## config.mk

```make
export PLATFORM = sky130hd
export DESIGN_NAME = blind_scrub_ctrl
export DESIGN_NICKNAME = d
export VERILOG_FILES = /design/src/rtl/scrub_pkg.sv /design/src/rtl/scrub_phase_timer.sv /design/src/rtl/scrub_seq_fsm.sv /design/src/rtl/scrub_cfg_latch.sv /design/src/rtl/scrub_event_counter.sv /design/src/rtl/blind_scrub_ctrl.sv
export SDC_FILE = /design/constraint.sdc
export NUM_CORES = 1
export LEC_CHECK = 0
export BUFFER_PORTS_ARGS = -buffer_cell sky130_fd_sc_hd__buf_2
export CAP_MARGIN = 30
export CORE_ASPECT_RATIO = 0.5
export CORE_MARGIN = 2
export CORE_UTILIZATION = 40
export DETAILED_ROUTE_END_ITERATION = 7
export GPL_TIMING_DRIVEN = 1
export PLACE_DENSITY = 0.69
export SETUP_SLACK_MARGIN = 0.5
export SLEW_MARGIN = 5
export SYNTH_ARGS = -nofsm -noshare
export SYNTH_HDL_FRONTEND = slang
export SYNTH_SLANG_ARGS = --single-unit
export TNS_END_PERCENT = 30
```

## constraint.sdc

```tcl
create_clock -name clk -period 6.76 [get_ports clk]
set_input_delay 1.352 -clock clk [delete_from_list [all_inputs] [get_ports clk]]
set_output_delay 1.352 -clock clk [all_outputs]
set_load 0.03 [all_outputs]
```

## src/rtl/scrub_pkg.sv

```systemverilog
package scrub_pkg;
  typedef enum logic [2:0] {
    PH_IDLE   = 3'd0,
    PH_PRECH  = 3'd1,
    PH_SETTLE = 3'd2,
    PH_STROBE = 3'd3,
    PH_GAP    = 3'd4
  } phase_e;

  // Converts a phase length in cycles into the timer preload (length minus one, floor at zero).
  function automatic logic [31:0] preload(input logic [31:0] len);
    return (len == 32'd0) ? 32'd0 : len - 32'd1;
  endfunction
endpackage

```

## src/rtl/scrub_phase_timer.sv

```systemverilog
module scrub_phase_timer #(
  parameter int CNT_W = 8
) (
  input  logic             clk,
  input  logic             rst_n,
  input  logic             load,
  input  logic [CNT_W-1:0] load_val,
  output logic             expire
);
  logic [CNT_W-1:0] remain_q;

  always_ff @(posedge clk or negedge rst_n) begin
    if (!rst_n) begin
      remain_q <= '0;
    end else if (load) begin
      remain_q <= load_val;
    end else if (remain_q != '0) begin
      remain_q <= remain_q - 1'b1;
    end
  end

  assign expire = (remain_q == '0);
endmodule

```

## src/rtl/scrub_seq_fsm.sv

```systemverilog
module scrub_seq_fsm
  import scrub_pkg::*;
#(
  parameter int CNT_W = 8
) (
  input  logic             clk,
  input  logic             rst_n,
  input  logic             scrub_en,
  input  logic [CNT_W-1:0] prech_len,
  input  logic [CNT_W-1:0] settle_len,
  input  logic [CNT_W-1:0] strobe_len,
  input  logic [CNT_W-1:0] gap_len,
  input  logic             expire,
  output logic             load,
  output logic [CNT_W-1:0] load_val,
  output logic             capture,
  output logic             nref_n,
  output logic             cfg_clk,
  output logic             done
);
  phase_e state_q, state_d;
  logic   cap_d;

  function automatic logic [CNT_W-1:0] pre(input logic [CNT_W-1:0] len);
    logic [31:0] v;
    v = preload(32'(len));
    return v[CNT_W-1:0];
  endfunction

  always_comb begin
    state_d  = state_q;
    load     = 1'b0;
    load_val = '0;
    cap_d    = 1'b0;
    unique case (state_q)
      PH_IDLE: begin
        if (scrub_en) begin
          state_d  = PH_PRECH;
          load     = 1'b1;
          load_val = pre(prech_len);
        end
      end
      PH_PRECH: begin
        if (expire) begin
          state_d  = PH_SETTLE;
          load     = 1'b1;
          load_val = pre(settle_len);
        end
      end
      PH_SETTLE: begin
        if (expire) begin
          state_d  = PH_STROBE;
          load     = 1'b1;
          load_val = pre(strobe_len);
          cap_d    = 1'b1;
        end
      end
      PH_STROBE: begin
        if (expire) begin
          if (gap_len != '0) begin
            state_d  = PH_GAP;
            load     = 1'b1;
            load_val = pre(gap_len);
          end else if (scrub_en) begin
            state_d  = PH_PRECH;
            load     = 1'b1;
            load_val = pre(prech_len);
          end else begin
            state_d  = PH_IDLE;
          end
        end
      end
      PH_GAP: begin
        if (expire) begin
          if (scrub_en) begin
            state_d  = PH_PRECH;
            load     = 1'b1;
            load_val = pre(prech_len);
          end else begin
            state_d  = PH_IDLE;
          end
        end
      end
      default: state_d = PH_IDLE;
    endcase
  end

  assign capture = cap_d;

  always_ff @(posedge clk or negedge rst_n) begin
    if (!rst_n) begin
      state_q <= PH_IDLE;
      nref_n  <= 1'b1;
      cfg_clk <= 1'b0;
      done    <= 1'b0;
    end else begin
      state_q <= state_d;
      nref_n  <= (state_d != PH_PRECH);
      cfg_clk <= (state_d == PH_STROBE);
      done    <= cap_d;
    end
  end
endmodule

```

## src/rtl/scrub_cfg_latch.sv

```systemverilog
module scrub_cfg_latch #(
  parameter int NUM_LUT    = 4,
  parameter int LUT_BITS   = 16,
  parameter int ROUTE_BITS = 32,
  localparam int LUT_SPAN  = NUM_LUT * LUT_BITS,
  localparam int CFG_W     = LUT_SPAN + ROUTE_BITS
) (
  input  logic             clk,
  input  logic             rst_n,
  input  logic             capture,
  input  logic [CFG_W-1:0] golden_cfg,
  output logic [CFG_W-1:0] cfg_q
);
  // One register slice per truth table, all sharing the same capture strobe.
  for (genvar g = 0; g < NUM_LUT; g++) begin : g_lut
    logic [LUT_BITS-1:0] tt_q;
    always_ff @(posedge clk or negedge rst_n) begin
      if (!rst_n)       tt_q <= '0;
      else if (capture) tt_q <= golden_cfg[g*LUT_BITS +: LUT_BITS];
    end
    assign cfg_q[g*LUT_BITS +: LUT_BITS] = tt_q;
  end

  if (ROUTE_BITS > 0) begin : g_route
    logic [ROUTE_BITS-1:0] rt_q;
    always_ff @(posedge clk or negedge rst_n) begin
      if (!rst_n)       rt_q <= '0;
      else if (capture) rt_q <= golden_cfg[LUT_SPAN +: ROUTE_BITS];
    end
    assign cfg_q[LUT_SPAN +: ROUTE_BITS] = rt_q;
  end
endmodule

```

## src/rtl/scrub_event_counter.sv

```systemverilog
module scrub_event_counter #(
  parameter int CNT_CW = 8
) (
  input  logic              clk,
  input  logic              rst_n,
  input  logic              bump,
  output logic [CNT_CW-1:0] count
);
  always_ff @(posedge clk or negedge rst_n) begin
    if (!rst_n)    count <= '0;
    else if (bump) count <= count + 1'b1;
  end
endmodule

```

## src/rtl/blind_scrub_ctrl.sv

```systemverilog
module blind_scrub_ctrl #(
  parameter int NUM_LUT    = 4,
  parameter int LUT_BITS   = 16,
  parameter int ROUTE_BITS = 32,
  parameter int CNT_W      = 8,
  parameter int CNT_CW     = 8,
  localparam int CFG_W     = NUM_LUT * LUT_BITS + ROUTE_BITS
) (
  input  logic              clk,
  input  logic              rst_n,
  input  logic              scrub_en,
  input  logic [CNT_W-1:0]  prech_len,
  input  logic [CNT_W-1:0]  settle_len,
  input  logic [CNT_W-1:0]  strobe_len,
  input  logic [CNT_W-1:0]  gap_len,
  input  logic [CFG_W-1:0]  golden_cfg,
  output logic [CFG_W-1:0]  cfg_q,
  output logic              nref_n,
  output logic              cfg_clk,
  output logic              scrub_done,
  output logic [CNT_CW-1:0] scrub_count
);
  logic             tmr_load;
  logic [CNT_W-1:0] tmr_val;
  logic             tmr_expire;
  logic             capture;

  scrub_phase_timer #(.CNT_W(CNT_W)) u_timer (
    .clk      (clk),
    .rst_n    (rst_n),
    .load     (tmr_load),
    .load_val (tmr_val),
    .expire   (tmr_expire)
  );

  scrub_seq_fsm #(.CNT_W(CNT_W)) u_fsm (
    .clk        (clk),
    .rst_n      (rst_n),
    .scrub_en   (scrub_en),
    .prech_len  (prech_len),
    .settle_len (settle_len),
    .strobe_len (strobe_len),
    .gap_len    (gap_len),
    .expire     (tmr_expire),
    .load       (tmr_load),
    .load_val   (tmr_val),
    .capture    (capture),
    .nref_n     (nref_n),
    .cfg_clk    (cfg_clk),
    .done       (scrub_done)
  );

  scrub_cfg_latch #(
    .NUM_LUT    (NUM_LUT),
    .LUT_BITS   (LUT_BITS),
    .ROUTE_BITS (ROUTE_BITS)
  ) u_latch (
    .clk        (clk),
    .rst_n      (rst_n),
    .capture    (capture),
    .golden_cfg (golden_cfg),
    .cfg_q      (cfg_q)
  );

  scrub_event_counter #(.CNT_CW(CNT_CW)) u_count (
    .clk   (clk),
    .rst_n (rst_n),
    .bump  (capture),
    .count (scrub_count)
  );
endmodule

```

Word-level counts from Yosys, hierarchy flattened --
Index checks and enable logic that the tools add are counted.
Storage, ports and cells: word-level logic and storage cells 61, output and inout bits 107, register bits 118, input bits 131
Cells by class: $add $sub $neg 6, reductions and logical operators 10, multiplexer cells 28, equal/unequal tests 6
Operators by type and width (count):
- 2-to-1 mux 8 bit | 12
- zero test 8 bit | 5
- one-hot mux 8 bit (5 select lines) | 1
- subtractor 8 x 1 -> 8 bit, second input constant | 5
- 2-to-1 mux 3 bit | 6
- nonzero test 8 bit | 2
- one-hot mux 3 bit (5 select lines) | 1
- == test 3 x 2 -> 1 bit, second input constant | 3
- adder 8 x 1 -> 8 bit, second input constant | 1
- 2-to-1 mux 1 bit | 7
- one-hot mux 1 bit (4 select lines) | 1
- == test 3 x 1 -> 1 bit, second input constant | 1
- == test 3 bit, second input constant | 1
- zero test 3 bit | 1
- != test 3 x 1 -> 1 bit, second input constant | 1
- nonzero test 2 bit | 1
- OR reduction 2 bit | 1

Logic depth before layout (Yosys ltp) --
depth in word-level cells 7, mapped depth 8, mapped depth without buffers 7

Cells and area by module --
Synthesis repeated with hierarchy kept, for this count alone.
Second synthesis, totals: cells, all modules 446, area total of the unflattened synthesis 5770.5 um2
Modules (own cells, without submodules):
- scrub_cfg_latch | cells an instance 203, area each 3764.9 um2, instances 1
- scrub_seq_fsm | cells an instance 163, area each 1191.1 um2, instances 1
- scrub_phase_timer | cells an instance 54, area each 476.7 um2, instances 1
- scrub_event_counter | cells an instance 26, area each 337.8 um2, instances 1

Least setup slack after synthesis --
Ideal clock, no wire load.
kind input port to flip-flop, start point in strobe_len[4], end point reg u_timer.remain_q[1], path slack 3.728 ns, arrival time 2.895 ns, setup time 0.136 ns, data required time 6.624 ns, cell stages on the path 6, path buffers 1, cell sequence or4_1 > nor4b_1 > nor2b_1 > clkbuf_1 > a221oi_1 > a32oi_1
On the way: word-level cells in the longest chain between the ends 5
RTL lines:
- from (decl) | RTL line blind_scrub_ctrl.sv:14 | input logic [CNT_W-1:0] strobe_len,
- zero test 8 bit | RTL line scrub_pkg.sv:12 | return (len == 32'd0) ? 32'd0 : len - 32'd1;
- 2-to-1 mux 8 bit | RTL line scrub_pkg.sv:12
- 2-to-1 mux 8 bit | RTL line scrub_seq_fsm.sv:51 | if (expire) begin
- one-hot mux 8 bit (5 select lines) | RTL line scrub_seq_fsm.sv:35 | unique case (state_q)
- 2-to-1 mux 8 bit | RTL line scrub_phase_timer.sv:15 | end else if (load) begin
- to (signal assigned) | RTL line scrub_phase_timer.sv:16 | remain_q <= load_val;
- to (signal assigned) | RTL line scrub_phase_timer.sv:18 | remain_q <= remain_q - 1'b1;
- to (decl) | RTL line scrub_phase_timer.sv:10 | logic [CNT_W-1:0] remain_q;
No other way between the ends. A chain may end at the register's enable or synchronous reset.

Worst setup path in the final report --
start point reg u_timer.remain_q[0], end point reg u_timer.remain_q[1]
On the way: word-level cells in the longest chain between the ends 4, elaborated cells on any way between the ends 15, classes of those cells add/sub: 1; mux: 11; reduce/logical: 3
RTL lines:
- parallel branches: the longest is 4 deep, another holds subtractor 8 x 1 -> 8 bit
Parallel ways; which one is timed is not known. The select of a mux whose other input is x is not followed.

==> impl_summary.log <==
INFO  metric clock-sinks = about 120
INFO  metric power_density = roughly 300 mW/mm^2
INFO  metric synthToLayoutAreaGrowth = 37.2%
INFO  metric groute.usage.overall = 0.181
INFO  metric yosysSeqAreaShare = 0.534
INFO  metric via_per_inst = around 5
INFO  metric post_synth_most_frequent_cells = 117 x dfrtp_1, 98 x mux2_2, 20 x nor2_1, 18 x inv_1, 17 x nand2_1
INFO  metric synth_cells = 440
INFO  metric drt_pre_antenna_iters = 4
INFO  metric cts_buffers = 17
INFO  metric synth_ff_type = dfrtp_1
INFO  metric hold_class = reg -> reg
INFO  metric power_frac_comb = 0.202
INFO  metric asyncSetResetFlopFracSynth = 1.00
INFO  metric cts_hold_repair.buffers = 0
INFO  metric cell_internal_pwr = ~0.0017 W
INFO  metric ys_types = 56
INFO  metric clock-skew-final = 0.00880 ns
INFO  metric clock_tree_from_tritoncts = built
INFO  metric timing.fmax = 317 MHz
INFO  metric yosysWarningCount = 0
INFO  metric cell_type_contributing_the_most_total_cell_area_after_synthesis = dfrtp_1
INFO  metric totalWireLength = between 10000 and 15000 um
INFO  metric grt-ovfl-total = 0
INFO  metric share_of_power_burned_in_the_clock_network = 0.431
INFO  metric cts_setup_buffers = 0
INFO  metric gp_congestion = ~0.86
INFO  metric placementRows = 30
INFO  metric post-route-drc-count = 0
INFO  metric number_of_register_bits_inferred_by_synthesis = 118
INFO  metric io_pins = between 200 and 250
INFO  metric post_cts_resized = 0
INFO  metric clock_insertion_delay_worst_skew = 0.40 ns
INFO  metric maximum_number_of_pins_on_one_net_before_global_route_repair = 73
INFO  metric worstSetupEndpointType = flop
INFO  metric cap_viol_max_count = 0
INFO  metric worst-path-max-fanout = 58
INFO  metric tightestPinTransition = roughly 0.84 ns
INFO  metric vdd_ir_drop_max = between 0.15 and 0.2 mV
INFO  metric coreArea = 0.0136 mm^2
INFO  metric via_count = between 4k and 5k
INFO  metric power.leakage = slightly above 4 nW
INFO  metric period_share = 0.467
INFO  metric p_sw_frac = 0.279
INFO  metric drive_above_1_share = 0.550
INFO  metric root_buffer = clkbuf_16
INFO  metric first_iter_violations = 217
INFO  metric netlist_area_before_placement = between 0.005 and 0.006 mm^2
INFO  metric synth.area.top_cells = dfrtp_1 53%, mux2_2 20%, xor2_1 2.5%
INFO  metric power_switching = approximately 0.00065 W
INFO  metric clock_tree_buf_depth = 2
INFO  metric final-max-slew-violation-count = 0
INFO  metric htree_levels = 4
INFO  metric avgRoutedWirePerCell = around 15 um
INFO  metric seqPwrFrac = 0.366
INFO  metric status = completed
INFO  metric wire_length_of_the_first_global_routing_pass = approximately 21000 um
INFO  metric io_port_bufs = between 200 and 250
INFO  metric cp_data_arrival_time = about 3.5 ns
INFO  metric floorplan.initialDensity = 0.409
INFO  metric dp_wirelength = about 10000 um
INFO  metric floorplan.die_area = ~0.015 mm^2
INFO  metric floorplan.die.height = about 87 um
INFO  metric synthesis.nets = 581
INFO  metric critPathLaunchType = flop
INFO  metric rsz0062_at_grt = false
INFO  metric finalWorstPathRequiredPeriod = 3.16 ns
INFO  metric finalSetupTns = 0 ns
INFO  metric finalNetCount = 825
INFO  metric timing_worst_setup_path_type = reg -> reg
INFO  metric critPathRequiredTime = between 7 and 8 ns
INFO  metric vias_in_the_first_global_route = around 4.2k
INFO  metric cts.clk_slew.worst_paths = 0.05 ns
INFO  metric final_setup_vio_count = 0
INFO  metric final_hold_viols = 0
INFO  metric insertedDiodeCount = 0
INFO  metric max_slew_margin = 0.436
INFO  metric antenna_found_initial = 0
INFO  metric count_of_flip_flops_with_a_built_in_enable_after_synthesis = 0
INFO  metric hold_slack = around 0.47 ns
INFO  metric synth.avg_cell_area = about 13 um^2
INFO  metric synth_top_area_share = 0.529
INFO  metric routed_antenna_nets = 0
INFO  metric synthMostInstantiatedCell = dfrtp_1
INFO  metric fp.dieW = approximately 170 um
[layout make-up]
class | instances | area, um^2
fill | 1152 | 5950
sequential | 118 | 2950
multi-input combinational | 288 | 2430
timing repair buffer | 241 | 1240
clock buffer | 23 | 498
tap | 192 | 240
clock inverter | 8 | 168
inverter | 18 | 67.6
[registers in the layout (all words and copies together), names as in the netlist]
signal and flops:
u_fsm.done 1, u_count.count 8, u_latch.g_lut.tt_q 64, u_timer.remain_q 8, u_fsm.state_q 3, u_latch.g_route.rt_q 32, u_fsm.cfg_clk 1, u_fsm.nref_n 1
[metrics by stage]
step,setup slack [ns],instance area (um^2),total power [W],util,cells
final,3.60,7600,0.00233,0.561,888
after global routing,3.32,7600,0.00245,0.561,888
after CTS,3.63,7570,0.00235,0.559,887
after detailed placement,3.27,6910,0.00133,0.510,856
after global placement,3.37,6910,0.00132,0.510,856
after floorplan,3.73,5540,0.00117,-,440
[critical path, stage by stage (launching register included)]
cell	delay [ns]
dfrtp_1	0.42
inv_1	0.10
ha_1	0.28
or3b_1	0.49
nor4_4	0.26
buf_4	0.61
nor2b_1	0.47
a221oi_1	0.18
a32oi_1	0.25
[routing by layer]
layer	track usage	up-vias	part of all wire
li1	-	2078	-
met1	0.218	2127	0.42
met2	0.322	127	0.52
met3	0.0391	22	0.045
met4	0.0676	0	0.016
met5	0	-	0
[cells in the final DEF (no fill, tap or decap), types with 8 or more instances in the layout]
cell type,n
buf_2,236
clkbuf_16,17
dfrtp_1,117
ha_1,10
inv_1,18
mux2_2,98
nand2_1,17
nor2_1,20
nor3_1,13
nor4_1,8
xnor2_1,12
xor2_1,16
[kinds of logic after synthesis]
| family | count (synthesis) | synth area share |
|---|---|---|
| flops | 118 | 0.534 |
| simple gates | 108 | 0.114 |
| mux | 99 | 0.201 |
| compound gates | 43 | 0.0574 |
| buf+inv | 34 | 0.0271 |
| xor+xnor | 28 | 0.0443 |
| fa+ha+maj | 10 | 0.0226 |
[worst paths after layout]
path / start / end / slack (ns) / cells past startpoint
worst max-delay path: u_timer.remain_q[0] / u_timer.remain_q[1] / 3.60 / 8
worst min-delay path: u_count.count[7] / u_count.count[7] / 0.47 / 1
worst max register to register: u_timer.remain_q[0] / u_timer.remain_q[1] / 3.60 / 8
worst min register to register: u_count.count[7] / u_count.count[7] / 0.47 / 1
max in group asynchronous: rst_n / u_latch.g_route.rt_q[27] / 4.84 / 3
min in group asynchronous: rst_n / u_latch.g_lut[1].tt_q[4] / 0.74 / 1
[power groups by stage]
| stage | clock network (W) | registers [W] | logic [W] |
|---|---|---|---|
| 2_1_floorplan | 0 | 0.000940 | 0.000231 |
| 3_3_place_gp | 0 | 0.000860 | 0.000464 |
| 3_5_place_dp | 0 | 0.000863 | 0.000467 |
| 4_1_cts | 0.00103 | 0.000851 | 0.000471 |
| 5_1_grt | 0.00107 | 0.000864 | 0.000514 |
| 6_report | 0.00101 | 0.000854 | 0.000471 |
(Power assumes the default switching activity.)
